--- config.mk ---
export PLATFORM = sky130hd
export DESIGN_NAME = sd_blk_xfer
export DESIGN_NICKNAME = d
export VERILOG_FILES = /design/src/rtl/sdx_pkg.sv /design/src/rtl/sdx_step_cnt.sv /design/src/rtl/sdx_resp_decode.sv /design/src/rtl/sd_blk_xfer.sv
export SDC_FILE = /design/constraint.sdc
export NUM_CORES = 1
export LEC_CHECK = 0
export CELL_PAD_IN_SITES_DETAIL_PLACEMENT = 1
export CELL_PAD_IN_SITES_GLOBAL_PLACEMENT = 2
export CORE_ASPECT_RATIO = 0.9
export CORE_UTILIZATION = 37
export DETAILED_ROUTE_END_ITERATION = 10
export GPL_ROUTABILITY_DRIVEN = 0
export PLACE_DENSITY = 0.81
export SYNTH_ARGS = -nofsm -noshare
export SYNTH_HDL_FRONTEND = slang
export SYNTH_SLANG_ARGS = --single-unit
export TNS_END_PERCENT = 20
--- constraint.sdc ---
create_clock -name clk -period 4.43 [get_ports clk]
set_input_delay 0.886 -clock clk [delete_from_list [all_inputs] [get_ports clk]]
set_output_delay 0.886 -clock clk [all_outputs]
set_load 0.01 [all_outputs]
--- src/rtl/sdx_pkg.sv ---
package sdx_pkg;
   typedef enum logic [3:0] {
      S_IDLE, S_HUNT, S_RDAT, S_RCRC,
      S_WTOK, S_WDAT, S_WCRC, S_WRSP, S_WBSY, S_TRAIL
   } sdx_state_t;

   localparam logic [7:0] TOK_START = 8'hFE;
   localparam logic [7:0] FILL_BYTE = 8'hFF;
   localparam logic [4:0] RESP_OK   = 5'h05;
   localparam logic [4:0] RESP_CRC  = 5'h0B;
   localparam logic [4:0] RESP_WERR = 5'h0D;
endpackage

--- src/rtl/sdx_step_cnt.sv ---
module sdx_step_cnt #(
   parameter int LIMIT = 16,
   localparam int CW = $clog2(LIMIT)
) (
   input  logic          clk,
   input  logic          rst_n,
   input  logic          clr,
   input  logic          step,
   output logic [CW-1:0] cnt
);
   if (LIMIT < 2) begin : g_bad_limit
      $error("sdx_step_cnt: LIMIT must be at least 2");
   end

   always_ff @(posedge clk or negedge rst_n) begin
      if (!rst_n)    cnt <= '0;
      else if (clr)  cnt <= '0;
      else if (step) cnt <= cnt + 1'b1;
   end
endmodule

--- src/rtl/sdx_resp_decode.sv ---
module sdx_resp_decode
   import sdx_pkg::*;
(
   input  logic [4:0] tok,
   output logic       accepted,
   output logic [1:0] kind
);
   always_comb begin
      accepted = (tok == RESP_OK);
      if (tok == RESP_OK)        kind = 2'd0;
      else if (tok == RESP_CRC)  kind = 2'd1;
      else if (tok == RESP_WERR) kind = 2'd2;
      else                       kind = 2'd3;
   end
endmodule

--- src/rtl/sd_blk_xfer.sv ---
module sd_blk_xfer
   import sdx_pkg::*;
#(
   parameter int BLK_LEN    = 512,
   parameter int HUNT_LIMIT = 4096,
   parameter int BUSY_LIMIT = 65536,
   localparam int IDX_W  = $clog2(BLK_LEN),
   localparam int HUNT_W = $clog2(HUNT_LIMIT),
   localparam int BUSY_W = $clog2(BUSY_LIMIT)
) (
   input  logic             clk,
   input  logic             rst_n,
   input  logic             start,
   input  logic             is_write,
   output logic             done,
   output logic             err_reject,
   output logic [1:0]       rej_kind,
   output logic             err_timeout,
   output logic             cs_n,
   output logic             xch_start,
   output logic [7:0]       xch_tx,
   input  logic             xch_done,
   input  logic [7:0]       xch_rx,
   output logic             rd_valid,
   output logic [IDX_W-1:0] rd_idx,
   output logic [7:0]       rd_data,
   output logic [IDX_W-1:0] wr_idx,
   input  logic [7:0]       wr_data
);
   if (BLK_LEN < 2 || (1 << IDX_W) != BLK_LEN) begin : g_bad_len
      $error("sd_blk_xfer: BLK_LEN must be a power of two >= 2");
   end
   if (HUNT_LIMIT < 2 || BUSY_LIMIT < 2) begin : g_bad_lim
      $error("sd_blk_xfer: poll limits must be at least 2");
   end

   sdx_state_t st;
   logic pend, crc_sec, rx_ok;
   logic [7:0] tx_sel;
   logic [IDX_W-1:0]  pay_cnt;
   logic [HUNT_W-1:0] hunt_cnt;
   logic [BUSY_W-1:0] busy_cnt;
   logic resp_ok;
   logic [1:0] resp_kind;
   logic pay_last, hunt_last, busy_last, cnt_clr;

   assign rx_ok     = pend && xch_done;
   assign cnt_clr   = (st == S_IDLE);
   assign pay_last  = (pay_cnt  == IDX_W'(BLK_LEN - 1));
   assign hunt_last = (hunt_cnt == HUNT_W'(HUNT_LIMIT - 1));
   assign busy_last = (busy_cnt == BUSY_W'(BUSY_LIMIT - 1));
   assign wr_idx    = pay_cnt;

   sdx_step_cnt #(.LIMIT(BLK_LEN)) u_pay (
      .clk(clk), .rst_n(rst_n), .clr(cnt_clr),
      .step(rx_ok && (st == S_RDAT || st == S_WDAT)), .cnt(pay_cnt));
   sdx_step_cnt #(.LIMIT(HUNT_LIMIT)) u_hunt (
      .clk(clk), .rst_n(rst_n), .clr(cnt_clr),
      .step(rx_ok && st == S_HUNT), .cnt(hunt_cnt));
   sdx_step_cnt #(.LIMIT(BUSY_LIMIT)) u_busy (
      .clk(clk), .rst_n(rst_n), .clr(cnt_clr),
      .step(rx_ok && st == S_WBSY), .cnt(busy_cnt));

   sdx_resp_decode u_dec (.tok(xch_rx[4:0]), .accepted(resp_ok), .kind(resp_kind));

   always_comb begin
      case (st)
         S_WTOK:  tx_sel = TOK_START;
         S_WDAT:  tx_sel = wr_data;
         default: tx_sel = FILL_BYTE;
      endcase
   end

   always_ff @(posedge clk or negedge rst_n) begin
      if (!rst_n) begin
         st          <= S_IDLE;
         pend        <= 1'b0;
         crc_sec     <= 1'b0;
         xch_start   <= 1'b0;
         xch_tx      <= FILL_BYTE;
         cs_n        <= 1'b1;
         done        <= 1'b0;
         err_reject  <= 1'b0;
         rej_kind    <= 2'd0;
         err_timeout <= 1'b0;
         rd_valid    <= 1'b0;
         rd_idx      <= '0;
         rd_data     <= '0;
      end else begin
         xch_start <= 1'b0;
         done      <= 1'b0;
         rd_valid  <= 1'b0;
         if (st == S_IDLE) begin
            if (start) begin
               err_reject  <= 1'b0;
               rej_kind    <= 2'd0;
               err_timeout <= 1'b0;
               cs_n        <= 1'b0;
               st          <= is_write ? S_WTOK : S_HUNT;
            end
         end else if (!pend) begin
            xch_start <= 1'b1;
            xch_tx    <= tx_sel;
            pend      <= 1'b1;
         end else if (xch_done) begin
            pend <= 1'b0;
            case (st)
               S_HUNT: begin
                  if (xch_rx == TOK_START) st <= S_RDAT;
                  else if (hunt_last) begin
                     err_timeout <= 1'b1;
                     cs_n        <= 1'b1;
                     st          <= S_TRAIL;
                  end
               end
               S_RDAT: begin
                  rd_valid <= 1'b1;
                  rd_data  <= xch_rx;
                  rd_idx   <= pay_cnt;
                  if (pay_last) st <= S_RCRC;
               end
               S_WTOK: st <= S_WDAT;
               S_WDAT: if (pay_last) st <= S_WCRC;
               S_RCRC, S_WCRC: begin
                  crc_sec <= ~crc_sec;
                  if (crc_sec) begin
                     if (st == S_WCRC) st <= S_WRSP;
                     else begin
                        cs_n <= 1'b1;
                        st   <= S_TRAIL;
                     end
                  end
               end
               S_WRSP: begin
                  if (resp_ok) st <= S_WBSY;
                  else begin
                     err_reject <= 1'b1;
                     rej_kind   <= resp_kind;
                     cs_n       <= 1'b1;
                     st         <= S_TRAIL;
                  end
               end
               S_WBSY: begin
                  if (xch_rx != 8'h00) begin
                     cs_n <= 1'b1;
                     st   <= S_TRAIL;
                  end else if (busy_last) begin
                     err_timeout <= 1'b1;
                     cs_n        <= 1'b1;
                     st          <= S_TRAIL;
                  end
               end
               default: begin
                  done <= 1'b1;
                  st   <= S_IDLE;
               end
            endcase
         end
      end
   end
endmodule

* Yosys cells after proc, flatten, opt, wreduce, memory -nomap -nowiden *
Cells that the tools add are included.
W data, S select, Z words.

storage, ports and cells
  bits of input ports = 21
  register bits = 76
  logic and storage cells = 137

operators by class
  equal/unequal tests = 28
  reductions and logical operators = 24
  add/sub/neg operators = 3
  muxes and demuxes = 63
  bitwise logic cells = 3

operators by type and width
  cell                     count
  $mux W4                  12
  $mux W1                  33
  $mux W16                 2
  $pmux W4 S7              1
  $ne A3 B3 Y1 const B     9
  $mux W12                 2
  $mux W9                  2
  $add A16 B1 Y16 const B  1
  $eq A16 B16 Y1 const B   1
  $eq A4 B3 Y1 const B     4
  $pmux W8 S2              1
  $reduce_and A8 Y1        2
  $mux W2                  7
  $add A12 B1 Y12 const B  1
  $eq A12 B12 Y1 const B   1
  $reduce_bool A2 Y1       6
  $eq A5 B4 Y1 const B     2
  $reduce_and A10 Y1       1
  $add A9 B1 Y9 const B    1
  $eq A9 B9 Y1 const B     1
  $eq A4 B2 Y1 const B     2
  $eq A8 B8 Y1 const B     1
  $ne A4 B3 Y1 const B     2
  $reduce_and A4 Y1        2
  other kinds (19)         24

* Depth between registers and ports, before layout *
  depth after elaboration = 8
  mapped depth = 8

* Cells and area by module *
From an unflattened synthesis, not the netlist that was laid out.

second synthesis, totals
  cells, all modules = 386
  area, all modules = 3857.4 um2

modules (own cells, without submodules)
  module                 area an instance (um2)  times used  cells an instance
  sd_blk_xfer            1895.6                  1           198
  sdx_step_cnt (u_busy)  872.1                   1           82
  sdx_step_cnt (u_hunt)  588.1                   1           57
  sdx_step_cnt (u_pay)   459.2                   1           43
  sdx_resp_decode        42.5                    1           6

* Worst setup path before layout *
No wires, ideal clock.

  path kind = input port to flip-flop
  start point = input xch_rx[6]
  end point = register st[2]
  path slack = 1.803 ns
  path buffers = 0
  required time = 4.306 ns
  setup time = 0.124 ns
  arrival time = 2.503 ns
  cell stages on the path = 5
  cell sequence = clkinvlp_2 or4_1 a311o_1 or3_4 a211o_1

between the ends
  word-level cells in the longest chain between the ends = 6
  elaborated cells between the ends (all ways) = 11
  classes of those cells = eq/ne: 3; mux: 6; reduce/logical: 2

RTL lines
  item                                                line                                    text
  start, declared                                     sd_blk_xfer.sv:23                       input logic [7:0] xch_rx,
  $eq A8 B8 Y1 or $reduce_bool A8 Y1 (tied branches)  sd_blk_xfer.sv:109, sd_blk_xfer.sv:144
  $mux W4, on equally long branches                   sd_blk_xfer.sv:109, sd_blk_xfer.sv:144
  $pmux W4 S7                                         sd_blk_xfer.sv:107                      case (st)
  $mux W4                                             sd_blk_xfer.sv:105                      end else if (xch_done) begin
  $mux W4                                             sd_blk_xfer.sv:101                      end else if (!pend) begin
  $mux W4                                             sd_blk_xfer.sv:93                       if (st == S_IDLE) begin
  end signal, assigned                                sd_blk_xfer.sv:99                       st <= is_write ? S_WTOK : S_HUNT;
  end, declared                                       sd_blk_xfer.sv:37                       sdx_state_t st;

Parallel ways exist; a longest one is shown, timed or not. The select of a mux whose other input is x is not followed.
A chain may end at the register's enable or synchronous reset.

* Worst setup path after layout *
  start point = input xch_rx[4]
  end point = register st[1]

Same word-level chain as after synthesis.

==> impl_results.md <==
* Largest fanout on the critical path at 5
* Critical Path RT at around 4.7 ns
* Relative slew slack at between 20% and 30%
* GRT Util Overall at about a fifth
* Buf/Inv on CP at 1
* Routed wire per std cell at 17.2 um
* Cell taking the most area after synthesis: dfrtp_1
* Routed via count at 2853
* Layout filler cell count at approximately 1.1k
* Max Root-Sink Buffers at 2
* Area grow syn2layout at 24.3%
* Die height at 97.3 um
* VDD IR-drop max at 0.000213 V
* Dpl cell area at 4420 um2
* HP Class: flop to flop
* Vias in the first global route at slightly above 3k
* Slowest CP cell: clkdlybuf4s50_1
* Setup violations, final at 0
* CTS-repair resized insts at 0
* Core ar. at between 9000 and 10000 um2
* Clk slew on worst S/H paths at 0.08 ns
* Num ports at 63
* Fin. Hold Viols at 0
* First-pass GRT wire length at 15800 um
* Initial antenna violation count at 0
* CP Launch Type: input port
* HPWL after detailed placement at 6400 um
* Number of iterations in the first detailed-routing pass at 4
* Post-CTS setup buffers at 0
* Flops & latches, synth at 76
* CP delay by family, top: simple AND/OR/NAND/NOR gates
* Final total power at 2.47 mW
* Die Area at 10500 um2
* Largest net degree at the start of global routing at 77
* Synth area leaders: dfrtp_1 45%, dfstp_2 6.3%, mux2_2 5.1%
* Starting Density at roughly two fifths
* Status: completed
* Register area share after synthesis at 51.2%
* Non-filler cells, final at 537
* Post-route clock period utilization at 67.0%
* Final Core Density at between 40% and 50%
* Crit path largest cell delay at 0.55 ns
* Synth unique cells at 62
* Worst setup path category: input port to flop
* Final #Nets at 431
* Buffers on Ports at 62
* Die X-Extent at 108 um
* Skew-Pair Late Insertion Delay at 0.35 ns
* Num rows at 34
* CP cell instances: clkdlybuf4s50_1 > nand4_1 > or4_1 > a311o_1 > or3_4 > o41ai_2
* Critical Path End Type: flop
* Syn_nets at between 300 and 400
* RSZ-0062 raised after global routing: no
* Asr flop ratio synth at 100%
* WP data arrival at 3.22 ns
* Root cell of the clock tree: clkbuf_8
* Predominant post-synthesis flop cell: dfrtp_1
* Setup TNS at 0 ns
* Share of the synthesized area in the top cell type at 44.9%
* Layout cells sized above 1 at 14.6%
* Fin crit period at 2.97 ns
* Post-Syn Instances at 345
* Final Skew at 0.0105 ns
* Most frequent cells in the layout: 67 x dfrtp_1, 61 x clkdlybuf4s50_1, 39 x nor2_1, 25 x nand2_1, 18 x xor2_1
* Syn Std Cell Area at about 3700 um2
* PD cells at approximately 530 nW/um2
* Fmax at ~0.34 GHz
* CTS tree: done
* CTS buffer count at 9
* Max-cap viol count at 0
* EDFF count, synth at 0
* Final Cell Area at 4640 um2
* Static Leak at 1.97 nW
* Worst slew pin tran at 1.09 ns
* Yosys warns at 0
* Syn_area_per_cell at 10.8 um2
* Slew Limit Fails at 0
* Pre-CTS setup slack at approximately 1.1 ns
* Vias/cell at 5.31
* Routed wire length at 9230 um
* Congestion Overflow GR at 0
* Most common cell after layout, fill and taps aside: dfrtp_1
* DR iter-0 viols at 102
* Drc violations at 0
* DRT antenna net count at 0
* H-tree depth at 3
* Hold slack final at 0.477 ns
* CTS hold repair buffers at 0
* PnR worst setup slack at 1.46 ns
* Sink Count at 76
* Total inserted antenna cells at 0
* Placed Cells at 521
==> metal layers <==
metal  up-vias  part of all wire (%)  global-route usage, %  routed length (um)
li1       1369                     -                      -                   -
met1      1426                    47                   26.4                4320
met2        49                    49                   30.8                4490
met3         9                   3.4                   4.83                 312
met4         0                   1.1                   6.22                 105
met5         -                     0                      0                   0
==> worst reg2reg max path, delay by kind of cell, from the launching register on <==
family,cells,cell delay (ns)
compound gates,1,0.50
xor+xnor,1,0.19
flops,1,0.63
simple gates,3,1.07
==> flip-flops by register name, summed over array words and instances (netlist names), 2 cells and up <==
signal / count
rd_data: 8
rd_idx: 9
rej_kind: 2
st: 4
u_busy.cnt: 16
u_hunt.cnt: 12
u_pay.cnt: 9
xch_tx: 8
==> Yosys cell counts (7+ instances only) <==
cell,instances
nand4_1,13
xor2_1,18
nor2_1,39
o22a_1,7
a21oi_1,12
mux2_2,17
and3_1,7
nor3_1,9
inv_1,7
dfrtp_1,67
nand3_1,14
o21ai_0,10
dfstp_2,9
nand2_1,25
xnor2_1,12
==> worst paths after layout <==
| path | from | to | slack (ns) | depth (start not counted) |
|---|---|---|---|---|
| max reg2reg | st[0] | u_pay.cnt[6] | 1.91 | 5 |
| max in group asynchronous | rst_n | u_busy.cnt[8] | 3.12 | 1 |
| max | xch_rx[4] | st[1] | 1.46 | 6 |
| min in group asynchronous | rst_n | rd_valid | 0.68 | 1 |
| min | crc_sec | crc_sec | 0.48 | 1 |
| min reg2reg | crc_sec | crc_sec | 0.48 | 1 |
==> report_power, final <==
part	total, mW	switching (mW)	internal, mW
Combinational	0.789	0.386	0.403
Clock	0.600	0.265	0.335
Sequential	1.08	0.204	0.872
==> layout make-up <==
class	count	area, um2	share of cell area, %
tap	126	158	3.40
timing repair buffer	64	633	13.6
sequential	76	1910	41.2
clock buffer	11	141	3.05
inverter	8	31.3	0.674
clock inverter	5	83.8	1.81
multi-input combinational	247	1680	36.2
==> cell families (layout without fill, tap and decap cells) <==
| group | count (synthesis) | in the layout | synth area share (%) |
|---|---|---|---|
| compound gates | 52 | 52 | 10.5 |
| xor+xnor | 30 | 30 | 7.04 |
| fa+ha+maj | 4 | 4 | 1.34 |
| buf+inv | 22 | 88 | 3.79 |
| flops | 76 | 76 | 51.2 |
| mux | 19 | 19 | 5.66 |
| simple gates | 142 | 142 | 20.5 |
No activity file was read; power rests on OpenSTA's default activity.
